## src/rtl/rtc_cal_pkg.sv

```systemverilog
package rtc_cal_pkg;

    // time word field positions
    localparam int SEC_LSB  = 0;
    localparam int MIN_LSB  = 8;
    localparam int HR_LSB   = 16;
    // date word field positions
    localparam int DAY_LSB  = 0;
    localparam int MON_LSB  = 8;
    localparam int YEAR_LSB = 16;
    // control word busy bits
    localparam int TBUSY_BIT = 8;
    localparam int DBUSY_BIT = 7;
    // register offsets
    localparam int OFF_CTRL = 0;
    localparam int OFF_DATE = 4;
    localparam int OFF_TIME = 8;

    typedef struct packed {
        logic [4:0] hr;
        logic [5:0] mn;
        logic [5:0] sc;
    } hms_t;

    typedef enum logic [1:0] {
        CM_IDLE  = 2'd0,
        CM_ARMED = 2'd1,
        CM_HALF  = 2'd2
    } cm_state_e;

    function automatic logic [4:0] month_days(input logic [3:0] mon, input logic leap);
        logic [4:0] d;
        case (mon)
            4'd4, 4'd6, 4'd9, 4'd11: d = 5'd30;
            4'd2:                    d = leap ? 5'd29 : 5'd28;
            default:                 d = 5'd31;
        endcase
        return d;
    endfunction

endpackage

```

## src/rtl/rtc_commit_fsm.sv

```systemverilog
module rtc_commit_fsm
    import rtc_cal_pkg::*;
(
    input  logic clk_i,
    input  logic rst_ni,
    input  logic tick_i,
    input  logic req_i,
    output logic busy_o,
    output logic load_o
);

    cm_state_e state_q, state_d;

    always_ff @(posedge clk_i or negedge rst_ni) begin
        if (!rst_ni) state_q <= CM_IDLE;
        else         state_q <= state_d;
    end

    always_comb begin
        state_d = state_q;
        unique case (state_q)
            CM_IDLE:  if (req_i)  state_d = CM_ARMED;
            CM_ARMED: if (tick_i) state_d = CM_HALF;
            CM_HALF:  if (tick_i) state_d = CM_IDLE;
            default:              state_d = CM_IDLE;
        endcase
    end

    always_comb begin
        busy_o = (state_q != CM_IDLE);
        load_o = (state_q == CM_HALF) && tick_i;
    end

endmodule

```

## src/rtl/rtc_hms_counter.sv

```systemverilog
module rtc_hms_counter
    import rtc_cal_pkg::*;
(
    input  logic clk_i,
    input  logic rst_ni,
    input  logic tick_i,
    input  logic load_i,
    input  hms_t load_val_i,
    output hms_t now_o,
    output logic day_carry_o
);

    hms_t now_q;
    logic sc_wrap, mn_wrap, hr_wrap;

    always_comb begin
        sc_wrap     = (now_q.sc >= 6'd59);
        mn_wrap     = (now_q.mn >= 6'd59);
        hr_wrap     = (now_q.hr >= 5'd23);
        day_carry_o = tick_i && !load_i && sc_wrap && mn_wrap && hr_wrap;
    end

    always_ff @(posedge clk_i or negedge rst_ni) begin
        if (!rst_ni) begin
            now_q <= '0;
        end else if (load_i) begin
            now_q <= load_val_i;
        end else if (tick_i) begin
            if (!sc_wrap) begin
                now_q.sc <= now_q.sc + 6'd1;
            end else begin
                now_q.sc <= '0;
                if (!mn_wrap) begin
                    now_q.mn <= now_q.mn + 6'd1;
                end else begin
                    now_q.mn <= '0;
                    now_q.hr <= hr_wrap ? 5'd0 : now_q.hr + 5'd1;
                end
            end
        end
    end

    assign now_o = now_q;

endmodule

```

## src/rtl/rtc_date_counter.sv

```systemverilog
module rtc_date_counter
    import rtc_cal_pkg::*;
#(
    parameter int YEAR_W = 6
) (
    input  logic              clk_i,
    input  logic              rst_ni,
    input  logic              day_inc_i,
    input  logic              load_i,
    input  logic [4:0]        ld_day_i,
    input  logic [3:0]        ld_mon_i,
    input  logic [YEAR_W-1:0] ld_year_i,
    input  logic              ld_leap_i,
    output logic [4:0]        day_o,
    output logic [3:0]        mon_o,
    output logic [YEAR_W-1:0] year_o,
    output logic              leap_o
);

    logic [4:0]        day_q;
    logic [3:0]        mon_q;
    logic [YEAR_W-1:0] year_q;
    logic              leap_q;
    logic [4:0]        last_day;

    always_comb last_day = month_days(mon_q, leap_q);

    always_ff @(posedge clk_i or negedge rst_ni) begin
        if (!rst_ni) begin
            day_q  <= 5'd1;
            mon_q  <= 4'd1;
            year_q <= '0;
            leap_q <= 1'b0;
        end else if (load_i) begin
            day_q  <= ld_day_i;
            mon_q  <= ld_mon_i;
            year_q <= ld_year_i;
            leap_q <= ld_leap_i;
        end else if (day_inc_i) begin
            if (day_q >= last_day) begin
                day_q <= 5'd1;
                if (mon_q >= 4'd12) begin
                    mon_q  <= 4'd1;
                    year_q <= year_q + 1'b1;
                end else begin
                    mon_q <= mon_q + 4'd1;
                end
            end else begin
                day_q <= day_q + 5'd1;
            end
        end
    end

    assign day_o  = day_q;
    assign mon_o  = mon_q;
    assign year_o = year_q;
    assign leap_o = leap_q;

endmodule

```

## src/rtl/rtc_calendar_core.sv

```systemverilog
module rtc_calendar_core
    import rtc_cal_pkg::*;
#(
    parameter bit YEAR_WIDE = 1'b0,
    parameter int ADDR_W    = 4,
    parameter int DATA_W    = 32
) (
    input  logic              clk_i,
    input  logic              rst_ni,
    input  logic              tick_i,
    input  logic              bus_we_i,
    input  logic [ADDR_W-1:0] bus_addr_i,
    input  logic [DATA_W-1:0] bus_wdata_i,
    output logic [DATA_W-1:0] bus_rdata_o
);

    localparam int YEAR_W   = YEAR_WIDE ? 8 : 6;
    localparam int LEAP_POS = YEAR_LSB + YEAR_W;

    logic time_sel, date_sel, ctrl_sel;
    logic time_busy, date_busy, time_load, date_load;
    logic time_req, date_req, day_carry;

    hms_t              time_pend, time_now;
    logic [4:0]        pend_day, cur_day;
    logic [3:0]        pend_mon, cur_mon;
    logic [YEAR_W-1:0] pend_year, cur_year;
    logic              pend_leap, cur_leap;

    logic [DATA_W-1:0] time_word, date_word, ctrl_word;

    always_comb begin
        ctrl_sel = (bus_addr_i == ADDR_W'(OFF_CTRL));
        date_sel = (bus_addr_i == ADDR_W'(OFF_DATE));
        time_sel = (bus_addr_i == ADDR_W'(OFF_TIME));
        time_req = bus_we_i && time_sel;
        date_req = bus_we_i && date_sel;
    end

    rtc_commit_fsm u_time_cm (
        .clk_i (clk_i), .rst_ni (rst_ni), .tick_i (tick_i),
        .req_i (time_req), .busy_o (time_busy), .load_o (time_load)
    );

    rtc_commit_fsm u_date_cm (
        .clk_i (clk_i), .rst_ni (rst_ni), .tick_i (tick_i),
        .req_i (date_req), .busy_o (date_busy), .load_o (date_load)
    );

    // pending values are captured only when the sequencer accepts the write
    always_ff @(posedge clk_i or negedge rst_ni) begin
        if (!rst_ni) begin
            time_pend <= '0;
            pend_day  <= 5'd1;
            pend_mon  <= 4'd1;
            pend_year <= '0;
            pend_leap <= 1'b0;
        end else begin
            if (time_req && !time_busy) begin
                time_pend.sc <= bus_wdata_i[SEC_LSB +: 6];
                time_pend.mn <= bus_wdata_i[MIN_LSB +: 6];
                time_pend.hr <= bus_wdata_i[HR_LSB  +: 5];
            end
            if (date_req && !date_busy) begin
                pend_day  <= bus_wdata_i[DAY_LSB  +: 5];
                pend_mon  <= bus_wdata_i[MON_LSB  +: 4];
                pend_year <= bus_wdata_i[YEAR_LSB +: YEAR_W];
                pend_leap <= bus_wdata_i[LEAP_POS];
            end
        end
    end

    rtc_hms_counter u_hms (
        .clk_i (clk_i), .rst_ni (rst_ni), .tick_i (tick_i),
        .load_i (time_load), .load_val_i (time_pend),
        .now_o (time_now), .day_carry_o (day_carry)
    );

    rtc_date_counter #(.YEAR_W (YEAR_W)) u_date (
        .clk_i (clk_i), .rst_ni (rst_ni),
        .day_inc_i (day_carry), .load_i (date_load),
        .ld_day_i (pend_day), .ld_mon_i (pend_mon),
        .ld_year_i (pend_year), .ld_leap_i (pend_leap),
        .day_o (cur_day), .mon_o (cur_mon),
        .year_o (cur_year), .leap_o (cur_leap)
    );

    always_comb begin
        time_word = '0;
        time_word[SEC_LSB +: 6] = time_now.sc;
        time_word[MIN_LSB +: 6] = time_now.mn;
        time_word[HR_LSB  +: 5] = time_now.hr;

        date_word = '0;
        date_word[DAY_LSB  +: 5]      = cur_day;
        date_word[MON_LSB  +: 4]      = cur_mon;
        date_word[YEAR_LSB +: YEAR_W] = cur_year;
        date_word[LEAP_POS]           = cur_leap;

        ctrl_word = '0;
        ctrl_word[TBUSY_BIT] = time_busy;
        ctrl_word[DBUSY_BIT] = date_busy;

        if (ctrl_sel)      bus_rdata_o = ctrl_word;
        else if (date_sel) bus_rdata_o = date_word;
        else if (time_sel) bus_rdata_o = time_word;
        else               bus_rdata_o = '0;
    end

endmodule

```

## config.mk

```make
export PLATFORM = sky130hd
export DESIGN_NAME = rtc_calendar_core
export DESIGN_NICKNAME = d
export VERILOG_FILES = /design/src/rtl/rtc_cal_pkg.sv /design/src/rtl/rtc_commit_fsm.sv /design/src/rtl/rtc_hms_counter.sv /design/src/rtl/rtc_date_counter.sv /design/src/rtl/rtc_calendar_core.sv
export SDC_FILE = /design/constraint.sdc
export NUM_CORES = 1
export LEC_CHECK = 0
export BUFFER_PORTS_ARGS = -buffer_cell sky130_fd_sc_hd__buf_2
export CAP_MARGIN = 10
export CORE_MARGIN = 3
export CORE_UTILIZATION = 45
export DETAILED_ROUTE_END_ITERATION = 8
export GPL_TIMING_DRIVEN = 0
export PLACE_DENSITY_LB_ADDON = 0.05
export SLEW_MARGIN = 15
export SYNTH_ARGS = -nofsm -noshare
export SYNTH_HDL_FRONTEND = slang
export SYNTH_SLANG_ARGS = --single-unit
```

## constraint.sdc

```tcl
create_clock -name clk_i -period 3.2 [get_ports clk_i]
set_input_delay 0.16 -clock clk_i [delete_from_list [all_inputs] [get_ports clk_i]]
set_output_delay 0.16 -clock clk_i [all_outputs]
set_load 0.1 [all_outputs]
```

==> results of run 1 <==
==> cell families (layout without fill, tap and decap cells) <==
kind of cell / Yosys count / in the layout / share of synthesized area (%)
AND/OR/NAND/NOR: 137 / 137 / 17.9
AO/OA/AOI/OAI: 103 / 103 / 16.7
flip-flops: 70 / 70 / 45.9
buffers and inverters: 46 / 109 / 5.79
multiplexers: 34 / 34 / 9.97
adder cells (fa/ha/maj): 11 / 11 / 3.60
other: 1 / 12 / 0.0980
==> timing repair <==
action	4_1_cts	5_1_grt
endpoints found under the hold margin	25	0
hold buffers	1	0
setup buffers	0	0
==> power breakdown <==
part           leakage, nW  internal [W]  switching (W)
registers            0.845       0.00119       0.000307
clock network       0.0868      0.000286       0.000353
logic                 1.11      0.000419       0.000682
==> worst reg2reg max path, delay by kind of cell (launching register included) <==
family | cells | cell delay, ns
compound gates | 6 | 1.09
fa+ha+maj | 2 | 0.47
buf+inv | 2 | 0.30
flops | 1 | 0.60
simple gates | 2 | 0.35
==> path summary, 6_finish.rpt <==
path / startpoint / endpoint / slack (ns) / cells past startpoint
min in group asynchronous: rst_ni / pend_mon[2]$_DFFE_PN0P_ / 0.28 / 2
setup / recovery: u_date.mon_o[0]$_DFFE_PN1P_ / u_date.year_o[4]$_DFFE_PN0P_ / 0.33 / 12
max in group asynchronous: rst_ni / u_date.day_o[0]$_DFFE_PN1P_ / 2.33 / 3
hold reg to reg: pend_leap$_DFFE_PN0P_ / u_date.leap_o$_DFFE_PN0P_ / 0.47 / 2
hold / removal: bus_wdata_i[13] / time_pend[11]$_DFFE_PN0P_ / 0.04 / 2
setup reg to reg: u_date.mon_o[0]$_DFFE_PN1P_ / u_date.year_o[4]$_DFFE_PN0P_ / 0.33 / 12
==> synth_stat cells, drive strengths merged, types with 5 or more instances <==
library cell  count
a31oi            14
buf              15
clkbuf           19
dfrtp            66
a22oi            16
nand3            14
inv              12
o21ai            32
nor4              5
nand2b            6
ha               11
mux2             33
nand2            25
nor2             49
a21oi            19
o31ai             5
and3             10
==> through the flow <==
| stage | hold WS [ns] | setup WS [ns] |
|---|---|---|
| final | 0.0412 | 0.326 |
| after global routing | 0.0400 | 0.164 |
| after CTS | 0.0308 | 0.322 |
| after detailed placement | 0.114 | 0.343 |
| after global placement | 0.393 | 0.424 |
| after floorplan | -0.136 | 0.664 |
==> metal layers <==
layer	part of all wire, %	vias up	routed length (um)
met3	6.7	12	673
met4	1.4	0	139
met5	0	-	0
met2	46	104	4640
li1	-	1575	-
met1	46	1582	4570
==> cell type report <==
cell class,count,area [um^2],share of cell area [%]
clock inverter,6,47.5,1.07
clock buffer,10,128,2.87
multi-input combinational,297,1890,42.6
tap,105,131,2.96
timing repair buffer,47,265,5.98
inverter,12,45.0,1.01
buffer,34,176,3.97
sequential,70,1760,39.6
==> cells in the final DEF (no fill, tap or decap), types with 6 or more instances in the layout <==
cell,netlist,layout
sky130_fd_sc_hd__nand2_1,25,25
sky130_fd_sc_hd__buf_2,3,47
sky130_fd_sc_hd__conb_1,1,12
sky130_fd_sc_hd__clkbuf_1,19,20
sky130_fd_sc_hd__clkbuf_8,0,9
sky130_fd_sc_hd__dfrtp_1,66,66
sky130_fd_sc_hd__ha_1,11,11
sky130_fd_sc_hd__o21ai_0,32,32
sky130_fd_sc_hd__mux2_2,33,33
sky130_fd_sc_hd__a31oi_1,14,14
sky130_fd_sc_hd__nor2_1,49,49
sky130_fd_sc_hd__and3_1,10,10
sky130_fd_sc_hd__a21oi_1,19,19
sky130_fd_sc_hd__nand2b_1,6,6
sky130_fd_sc_hd__inv_1,12,12
sky130_fd_sc_hd__buf_4,12,13
sky130_fd_sc_hd__a22oi_1,16,16
sky130_fd_sc_hd__nand3_1,14,14
==> flip-flops by register name, summed over array words and instances (netlist names) <==
signal             cells
pend_day               5
pend_leap              1
pend_mon               4
pend_year              6
time_pend             17
u_date.day_o           5
u_date.leap_o          1
u_date.mon_o           4
u_date.year_o          6
u_date_cm.state_q      2
u_hms.now_o           17
u_time_cm.state_q      2
==> report_table.html, run 1 <==
<table>
<tr><th>Metric</th><th>Value</th></tr>
<tr><th colspan="2">Worst setup path</th></tr>
<tr><td>Critical path fanouts, max</td><td>10</td></tr>
<tr><td>Category of the worst setup path capture point</td><td>flop</td></tr>
<tr><td>Critical path type</td><td>flop to flop</td></tr>
<tr><td>WP data arrival</td><td>~3.1 ns</td></tr>
<tr><td>List of cells traversed by the critical path</td><td>inv_1, ha_1, o21ai_0, o21ai_0, o21ai_0, ha_1, nand2b_1, a21o_1, and4b_1, buf_2, a31o_2, a31oi_1</td></tr>
<tr><td>Cell type of the slowest stage on the worst timing path</td><td>sky130_fd_sc_hd__dfstp_2</td></tr>
<tr><td>Worst endpoint required time</td><td>3.47 ns</td></tr>
<tr><td>Crit path max-delay family</td><td>compound AO/OA/AOI/OAI gates</td></tr>
<tr><td>Worst path max stage delay</td><td>about 0.60 ns</td></tr>
<tr><td>Count of buffering cells on the critical path with inverters included</td><td>2</td></tr>
<tr><td>Type of element launching the critical path</td><td>flop</td></tr>
<tr><td>Cell with the most instances on the worst path</td><td>sky130_fd_sc_hd__o21ai_0</td></tr>
<tr><th colspan="2">Route</th></tr>
<tr><td>Routed wire per std cell</td><td>~17 um</td></tr>
<tr><td>Remaining antenna violation count after routing</td><td>0</td></tr>
<tr><td>Number of vias in the routed layout</td><td>about 3300</td></tr>
<tr><td>DRT Pass-1 Iters</td><td>4</td></tr>
<tr><td>Residual DRC count</td><td>0</td></tr>
<tr><td>Drt total wl</td><td>around 10000 um</td></tr>
<tr><td>Number of DRC markers in iteration 0</td><td>246</td></tr>
<tr><td>Ratio of routed vias to standard cells</td><td>5.63</td></tr>
<tr><th colspan="2">GRT</th></tr>
<tr><td>Total global routing overflow</td><td>0</td></tr>
<tr><td>Most Crowded Layer GR</td><td>met2</td></tr>
<tr><td>GR Layer Usage met3</td><td>4.43%</td></tr>
<tr><td>Initial antenna violation count</td><td>0</td></tr>
<tr><td>All-Layer GR Usage</td><td>21.7%</td></tr>
<tr><td>Global-route track usage on met1</td><td>between 30% and 40%</td></tr>
<tr><td>Global-route met2 utilization</td><td>33.7%</td></tr>
<tr><td>Global-route wire length before repair</td><td>between 15000 and 20000 um</td></tr>
<tr><td>Vias in the first global route</td><td>about 3300</td></tr>
<tr><td>Pin count of the biggest net entering global routing</td><td>44</td></tr>
<tr><th colspan="2">Status</th></tr>
<tr><td>Outcome</td><td>complete, no violations</td></tr>
<tr><th colspan="2">Layout</th></tr>
<tr><td>Count of filler cells inserted in the layout</td><td>799</td></tr>
<tr><td>Antenna diode count</td><td>0</td></tr>
<tr><td>Layout cells sized above 1</td><td>~25%</td></tr>
<tr><td>Synthesis-to-layout area growth</td><td>16.0%</td></tr>
<tr><td>Layout Cells excl Fill</td><td>581</td></tr>
<tr><td>Net count, final</td><td>around 520</td></tr>
<tr><td>Final design instance area without fill</td><td>approximately 4400 um^2</td></tr>
<tr><td>Share of the core filled with cells in the final layout</td><td>between 50% and 60%</td></tr>
<tr><th colspan="2">Clock network</th></tr>
<tr><td>CTS tree</td><td>built</td></tr>
<tr><td>Clock Latency Late Sink</td><td>0.35 ns</td></tr>
<tr><td>Clock root cell</td><td>sky130_fd_sc_hd__clkbuf_8</td></tr>
<tr><td>Number of levels the H-tree was split into</td><td>3</td></tr>
<tr><td>Total CTS buffers</td><td>9</td></tr>
<tr><td>Clock-pin slew of the registers on the worst-case setup and hold paths</td><td>~0.080 ns</td></tr>
<tr><td>CTS Buffer Depth</td><td>2</td></tr>
<tr><td>Clk sink count</td><td>70</td></tr>
<tr><td>Resized cells post-CTS</td><td>0</td></tr>
<tr><th colspan="2">Logic synthesis</th></tr>
<tr><td>Top post-synthesis cells by area</td><td>sky130_fd_sc_hd__dfrtp_1 43%, sky130_fd_sc_hd__mux2_2 9.7%, sky130_fd_sc_hd__nor2_1 4.8%, sky130_fd_sc_hd__o21ai_0 4.2%, sky130_fd_sc_hd__ha_1 3.6%</td></tr>
<tr><td>Synthesized instance count</td><td>402</td></tr>
<tr><td>Prevailing post-synth register cell</td><td>sky130_fd_sc_hd__dfrtp_1</td></tr>
<tr><td>Post-Synthesis Mean Instance Area</td><td>9.52 um^2</td></tr>
<tr><td>Sequential area share after synthesis</td><td>a little under half</td></tr>
<tr><td>Synth warnings</td><td>0</td></tr>
<tr><td>Cell area after technology mapping</td><td>3830 um^2</td></tr>
<tr><td>Biggest area consumer among synthesized cells</td><td>sky130_fd_sc_hd__dfrtp_1</td></tr>
<tr><td>Post-synthesis register bit count</td><td>70</td></tr>
<tr><td>Number of different library cells in the post-synthesis netlist</td><td>45</td></tr>
<tr><td>Count of flip-flops with a built-in enable after synthesis</td><td>0</td></tr>
<tr><td>Share of Yosys cell area claimed by the top area cell type</td><td>~43%</td></tr>
<tr><td>Fraction of registers with async set/reset</td><td>100%</td></tr>
<tr><th colspan="2">Job</th></tr>
<tr><td>Maxcap violations</td><td>0</td></tr>
<tr><th colspan="2">Floorplanning</th></tr>
<tr><td>Area of the die</td><td>between 9000 and 10000 um^2</td></tr>
<tr><td>Number of top-level pins</td><td>72</td></tr>
<tr><td>Area of the core</td><td>around 8000 um^2</td></tr>
<tr><td>Die height</td><td>a little under 100 um</td></tr>
<tr><td>Initial core utilization</td><td>46.6%</td></tr>
<tr><td>Width of the die</td><td>98.2 um</td></tr>
<tr><td># rows</td><td>33</td></tr>
<tr><th colspan="2">Placed design</th></tr>
<tr><td>Placed insts</td><td>around 560</td></tr>
<tr><td>Final Wtd Congestion</td><td>approximately 0.85</td></tr>
<tr><td>Placement Cell Area</td><td>4250 um^2</td></tr>
<tr><td>Sum of net half-perimeters after detailed placement</td><td>roughly 7300 um</td></tr>
<tr><td>Buffers added on ports</td><td>45</td></tr>
<tr><th colspan="2">Timing</th></tr>
<tr><td>Final critical delay including setup and external delays</td><td>2.87 ns</td></tr>
<tr><td>Achievable clock frequency</td><td>between 300 and 400 MHz</td></tr>
<tr><td>Setup TNS</td><td>0 ns</td></tr>
<tr><td>Final max-slew violation count</td><td>0</td></tr>
<tr><td>Worst setup skew after layout</td><td>about 0.011 ns</td></tr>
<tr><td>Worst rel slew slack</td><td>between 20 and 30%</td></tr>
<tr><td>RSZ-0062 raised after global routing</td><td>false</td></tr>
<tr><td>Share of the cycle needed by the critical path after routing</td><td>between 80% and 90%</td></tr>
<tr><td>Slew at the pin closest to its max-slew limit</td><td>~1.0 ns</td></tr>
<tr><td>Number of failing hold endpoints at the final stage</td><td>0</td></tr>
<tr><td>Count of final setup violators</td><td>0</td></tr>
<tr><th colspan="2">Power</th></tr>
<tr><td>Power density over the cells</td><td>between 700 and 800 nW/um^2</td></tr>
<tr><td>Static leakage power</td><td>~2 nW</td></tr>
<tr><td>Overall power of the completed layout</td><td>about 0.0032 W</td></tr>
<tr><td>Max IR drop VDD</td><td>0.297 mV</td></tr>
<tr><th colspan="2">Worst hold path</th></tr>
<tr><td>Class of the tightest hold or removal check</td><td>input port to flop</td></tr>
</table>
No activity file was read; power rests on OpenSTA's default activity.
==> run 2, diff against run 1 <==
--- a/config.mk
+++ b/config.mk
@@ -5,6 +5,7 @@
 export SDC_FILE = /design/constraint.sdc
 export NUM_CORES = 1
 export LEC_CHECK = 0
+export ABC_AREA = 1
 export BUFFER_PORTS_ARGS = -buffer_cell sky130_fd_sc_hd__buf_2
 export CAP_MARGIN = 10
 export CORE_MARGIN = 3
==> report_table.html, run 2 <==
<table>
<tr><th>Metric</th><th>Value</th></tr>
<tr><th colspan="2">Placed design</th></tr>
<tr><td>Worst slack, placed</td><td>0.725 ns (+0.382 ns)</td></tr>
<tr><td>Final Wtd Congestion</td><td>0.837 (-1.2%)</td></tr>
<tr><td>Buffers added on ports</td><td>45 (unchanged)</td></tr>
<tr><td>Placed insts</td><td>666 (+18%)</td></tr>
<tr><td>Sum of net half-perimeters after detailed placement</td><td>7640 um (+5.2%)</td></tr>
<tr><th colspan="2">Floorplanning</th></tr>
<tr><td># rows</td><td>33 (unchanged)</td></tr>
<tr><td>Area of the core</td><td>8380 um^2 (+2.0%)</td></tr>
<tr><td>Initial core utilization</td><td>47.3% (+0.71 points)</td></tr>
<tr><td>Area of the die</td><td>9970 um^2 (+3.3%)</td></tr>
<tr><td>Width of the die</td><td>99.8 um (+1.7%)</td></tr>
<tr><td>Number of top-level pins</td><td>72 (unchanged)</td></tr>
<tr><td>Die height</td><td>99.8 um (+1.7%)</td></tr>
<tr><th colspan="2">Worst setup path</th></tr>
<tr><td>Worst endpoint required time</td><td>3.43 ns (-0.04 ns)</td></tr>
<tr><td>R2R setup slack</td><td>0.70 ns (+0.38 ns)</td></tr>
<tr><td>Category of the worst setup path capture point</td><td>flop</td></tr>
<tr><td>Capturing point of the worst reg2reg path</td><td>u_date.year_o[1]$_DFFE_PN0P_</td></tr>
<tr><td>Type of element launching the critical path</td><td>flop</td></tr>
<tr><td>R2R depth</td><td>13 (+1)</td></tr>
<tr><td>WP data arrival</td><td>2.73 ns (-0.41 ns)</td></tr>
<tr><td>Critical path fanouts, max</td><td>10 (unchanged)</td></tr>
<tr><td>Launch point of the worst path</td><td>u_date.mon_o[0]$_DFFE_PN1P_</td></tr>
<tr><td>Critical path type</td><td>flop to flop</td></tr>
<tr><td>Worst r2r src</td><td>u_date.mon_o[0]$_DFFE_PN1P_</td></tr>
<tr><th colspan="2">GRT</th></tr>
<tr><td>Pin count of the biggest net entering global routing</td><td>37 (-16%)</td></tr>
<tr><td>Vias in the first global route</td><td>3376 (+3.6%)</td></tr>
<tr><td>All-Layer GR Usage</td><td>21.5% (-0.25 points)</td></tr>
<tr><td>Initial antenna violation count</td><td>0 (unchanged)</td></tr>
<tr><td>Total global routing overflow</td><td>0 (unchanged)</td></tr>
<tr><td>Global-route wire length before repair</td><td>16600 um (+0.29%)</td></tr>
<tr><th colspan="2">Logic synthesis</th></tr>
<tr><td>Synth warnings</td><td>0 (unchanged)</td></tr>
<tr><td>Synthesized instance count</td><td>504 (+25%)</td></tr>
<tr><td>Number of different library cells in the post-synthesis netlist</td><td>41 (-8.9%)</td></tr>
<tr><td>Biggest area consumer among synthesized cells</td><td>sky130_fd_sc_hd__dfrtp_1</td></tr>
<tr><td>Post-synthesis register bit count</td><td>70 (unchanged)</td></tr>
<tr><td>Post-Synthesis Mean Instance Area</td><td>7.86 um^2 (-17%)</td></tr>
<tr><td>Prevailing post-synth register cell</td><td>sky130_fd_sc_hd__dfrtp_1</td></tr>
<tr><td>Sequential area share after synthesis</td><td>44.3% (-1.6 points)</td></tr>
<tr><td>Share of Yosys cell area claimed by the top area cell type</td><td>41.7% (-1.5 points)</td></tr>
<tr><td>Most frequent cells after synthesis</td><td>134 x sky130_fd_sc_hd__nand2_1, 66 x sky130_fd_sc_hd__dfrtp_1, 43 x sky130_fd_sc_hd__inv_1, 38 x sky130_fd_sc_hd__o21ai_0, 35 x sky130_fd_sc_hd__nor2_1</td></tr>
<tr><td>Top post-synthesis cells by area</td><td>sky130_fd_sc_hd__dfrtp_1 42%, sky130_fd_sc_hd__nand2_1 13%, sky130_fd_sc_hd__o21ai_0 4.8%, sky130_fd_sc_hd__inv_1 4.1%, sky130_fd_sc_hd__nand3_1 4.0%</td></tr>
<tr><td>Cell area after technology mapping</td><td>3960 um^2 (+3.6%)</td></tr>
<tr><td>Count of flip-flops with a built-in enable after synthesis</td><td>0 (unchanged)</td></tr>
<tr><td>Fraction of registers with async set/reset</td><td>100% (unchanged)</td></tr>
<tr><td>Top-count cell post-synth</td><td>sky130_fd_sc_hd__nand2_1</td></tr>
<tr><th colspan="2">Layout</th></tr>
<tr><td>Layout cells sized above 1</td><td>20.9% (-4.1 points)</td></tr>
<tr><td>Most frequent cells in the layout</td><td>134 x sky130_fd_sc_hd__nand2_1, 66 x sky130_fd_sc_hd__dfrtp_1, 51 x sky130_fd_sc_hd__buf_2</td></tr>
<tr><td>Layout Cells excl Fill</td><td>683 (+18%)</td></tr>
<tr><td>Area of the multi-input gates</td><td>1870 um^2 (-0.99%)</td></tr>
<tr><td>Most common library cell in the layout ignoring fill and taps</td><td>sky130_fd_sc_hd__nand2_1</td></tr>
<tr><td>Antenna diode count</td><td>0 (unchanged)</td></tr>
<tr><td>Net count, final</td><td>624 (+20%)</td></tr>
<tr><td>Combined flip-flop and latch cell area</td><td>1760 um^2 (unchanged)</td></tr>
<tr><td>Synthesis-to-layout area growth</td><td>15.9% (about the same)</td></tr>
<tr><td>Count of filler cells inserted in the layout</td><td>844 (+5.6%)</td></tr>
<tr><th colspan="2">Timing</th></tr>
<tr><td>Count of final setup violators</td><td>0 (unchanged)</td></tr>
<tr><td>Share of the cycle needed by the critical path after routing</td><td>78.1% (-12 points)</td></tr>
<tr><td>Slew at the pin closest to its max-slew limit</td><td>0.621 ns (-0.428 ns)</td></tr>
<tr><td>Worst setup skew after layout</td><td>0.00609 ns (-0.00479 ns)</td></tr>
<tr><td>Worst rel slew slack</td><td>58.6% (+29 points)</td></tr>
<tr><td>Setup TNS</td><td>0 ns (unchanged)</td></tr>
<tr><td>Final critical delay including setup and external delays</td><td>2.50 ns (-0.375 ns)</td></tr>
<tr><td>RSZ-0062 raised after global routing</td><td>false</td></tr>
<tr><td>Final max-slew violation count</td><td>0 (unchanged)</td></tr>
<tr><td>Post-route setup slack</td><td>0.701 ns (+0.375 ns)</td></tr>
<tr><td>Number of failing hold endpoints at the final stage</td><td>0 (unchanged)</td></tr>
<tr><td>Achievable clock frequency</td><td>400 MHz (+15%)</td></tr>
<tr><th colspan="2">Power</th></tr>
<tr><td>Portion of total power attributed to the clock network</td><td>24.7% (+4.9 points)</td></tr>
<tr><td>Static leakage power</td><td>2.40 nW (+17%)</td></tr>
<tr><td>Power density over the cells</td><td>645 nW/um^2 (-11%)</td></tr>
<tr><td>Max IR drop VDD</td><td>0.232 mV (-22%)</td></tr>
<tr><td>Share of total power in sequential cells</td><td>45.2% (-1.0 points)</td></tr>
<tr><td>Sw power</td><td>0.00112 W (-17%)</td></tr>
<tr><td>Switch share</td><td>37.8% (-3.7 points)</td></tr>
<tr><td>Logic pwr share</td><td>30.1% (-3.9 points)</td></tr>
<tr><td>Internal power contribution</td><td>0.00184 W (-2.6%)</td></tr>
<tr><th colspan="2">Route</th></tr>
<tr><td>Remaining antenna violation count after routing</td><td>0 (unchanged)</td></tr>
<tr><td>Number of DRC markers in iteration 0</td><td>150 (-39%)</td></tr>
<tr><td>Drt total wl</td><td>10100 um (+0.76%)</td></tr>
<tr><td>DRT Pass-1 Iters</td><td>4 (unchanged)</td></tr>
<tr><td>Number of vias in the routed layout</td><td>3468 (+6.0%)</td></tr>
<tr><td>Routed wire per std cell</td><td>14.8 um (-14%)</td></tr>
<tr><td>Ratio of routed vias to standard cells</td><td>5.08 (-9.9%)</td></tr>
<tr><td>Residual DRC count</td><td>0 (unchanged)</td></tr>
<tr><th colspan="2">Worst hold path</th></tr>
<tr><td>Class of the tightest hold or removal check</td><td>input port to flop</td></tr>
<tr><td>Depth of the worst hold-timing path</td><td>3 (+1)</td></tr>
<tr><td>Worst min-delay path endpoint</td><td>time_pend[11]$_DFFE_PN0P_</td></tr>
<tr><td>Worst Hold Launch</td><td>bus_wdata_i[13]</td></tr>
<tr><th colspan="2">Clock network</th></tr>
<tr><td>Clk sink count</td><td>70 (unchanged)</td></tr>
<tr><td>Total CTS buffers</td><td>9 (unchanged)</td></tr>
<tr><td>CTS tree</td><td>built</td></tr>
<tr><td>Clock root cell</td><td>sky130_fd_sc_hd__clkbuf_8</td></tr>
<tr><td>CTS Buffer Depth</td><td>2 (unchanged)</td></tr>
<tr><td>Number of levels the H-tree was split into</td><td>3 (unchanged)</td></tr>
<tr><td>Clock-pin slew of the registers on the worst-case setup and hold paths</td><td>0.07 ns (about the same)</td></tr>
<tr><td>Clock Latency Late Sink</td><td>0.34 ns (about the same)</td></tr>
<tr><th colspan="2">Status</th></tr>
<tr><td>Outcome</td><td>complete, no violations</td></tr>
<tr><th colspan="2">Job</th></tr>
<tr><td>Maxcap violations</td><td>0 (unchanged)</td></tr>
</table>
==> run 2: cell types whose count changed after synthesis, moves of 12 or more <==
cell,previous run,this run
sky130_fd_sc_hd__nand3_1,14,32
sky130_fd_sc_hd__inv_1,12,43
sky130_fd_sc_hd__a31oi_1,14,2
sky130_fd_sc_hd__clkbuf_1,19,7
sky130_fd_sc_hd__nor2_1,49,35
sky130_fd_sc_hd__nand2_1,25,134
sky130_fd_sc_hd__o21ai_1,0,23
sky130_fd_sc_hd__mux2_2,33,0
==> run 2: metal layers <==
| metal | GRT usage [%] | up-vias | routed length (um) |
|---|---|---|---|
| met4 | 7.67 | 0 | 138 |
| met1 | 30.8 | 1635 | 4850 |
| met3 | 3.47 | 11 | 438 |
| met5 | 0 | - | 0 |
| li1 | - | 1753 | - |
| met2 | 32.9 | 69 | 4670 |
==> run 2: cell families (layout without fill, tap and decap cells) <==
kind of cell | Yosys count | count (layout) | share of synthesized area, %
AND/OR/NAND/NOR | 236 | 236 | 27.4
AO/OA/AOI/OAI | 97 | 97 | 13.5
buffers and inverters | 81 | 144 | 9.50
flip-flops | 70 | 70 | 44.3
adder cells (fa/ha/maj) | 11 | 11 | 3.47
XOR/XNOR | 8 | 8 | 1.77
other | 1 | 12 | 0.0946
==> run 2: how the worst max path moves through the flow <==
stage,to,slack [ns]
finish,u_date.year_o[1]$_DFFE_PN0P_,0.70
global route,u_date.year_o[5]$_DFFE_PN0P_,0.44
CTS,u_date.year_o[3]$_DFFE_PN0P_,0.70
detailed placement,u_date.day_o[0]$_DFFE_PN1P_,0.72
global placement,u_date.year_o[3]$_DFFE_PN0P_,0.77
floorplan,bus_rdata_o[9],0.27
==> run 2: critical path: stages, from the launching register on <==
cell and delay, ns:
sky130_fd_sc_hd__dfstp_2 0.58, sky130_fd_sc_hd__inv_1 0.10, sky130_fd_sc_hd__ha_1 0.22, sky130_fd_sc_hd__o21ai_0 0.15, sky130_fd_sc_hd__nand2_1 0.07, sky130_fd_sc_hd__a22oi_1 0.15
sky130_fd_sc_hd__ha_1 0.26, sky130_fd_sc_hd__inv_1 0.05, sky130_fd_sc_hd__a21boi_0 0.06, sky130_fd_sc_hd__o21ai_0 0.17, sky130_fd_sc_hd__nand2_1 0.18, sky130_fd_sc_hd__buf_2 0.24
sky130_fd_sc_hd__nand4_1 0.10, sky130_fd_sc_hd__nand2_1 0.06
==> run 2: layout make-up <==
class                      instances  share of cell area (%)
multi-input combinational        364                    40.7
sequential                        70                    38.2
clock buffer                      12                    3.38
inverter                          52                    4.25
clock inverter                     4                   0.981
tap                              105                    2.86
timing repair buffer              47                    5.61
buffer                            29                    3.95
==> run 2: metrics by stage <==
step           util, %  area [um^2]  hold WS, ns  power (W)
3_5_place_dp      52.3         4380        0.152    0.00225
4_1_cts           54.8         4590       0.0327    0.00299
2_1_floorplan        -         4000       -0.136    0.00202
3_3_place_gp      52.0         4360        0.397    0.00222
6_report          54.8         4590       0.0443    0.00296
5_1_grt           54.8         4590       0.0295    0.00318
==> run 2: repair_timing <==
action,CTS,global route
buffers inserted,0,0
hold buffers,1,0
gates resized for setup,0,0
hold endpoints to repair,30,0
==> run 2: power by group through the flow <==
stage	Sequential (W)	Clock, W	Combinational, W
4_1_cts	0.00134	0.000751	0.000900
2_1_floorplan	0.00129	0	0.000730
3_3_place_gp	0.00135	0	0.000869
6_report	0.00134	0.000730	0.000892
3_5_place_dp	0.00135	0	0.000895
5_1_grt	0.00137	0.000792	0.00102
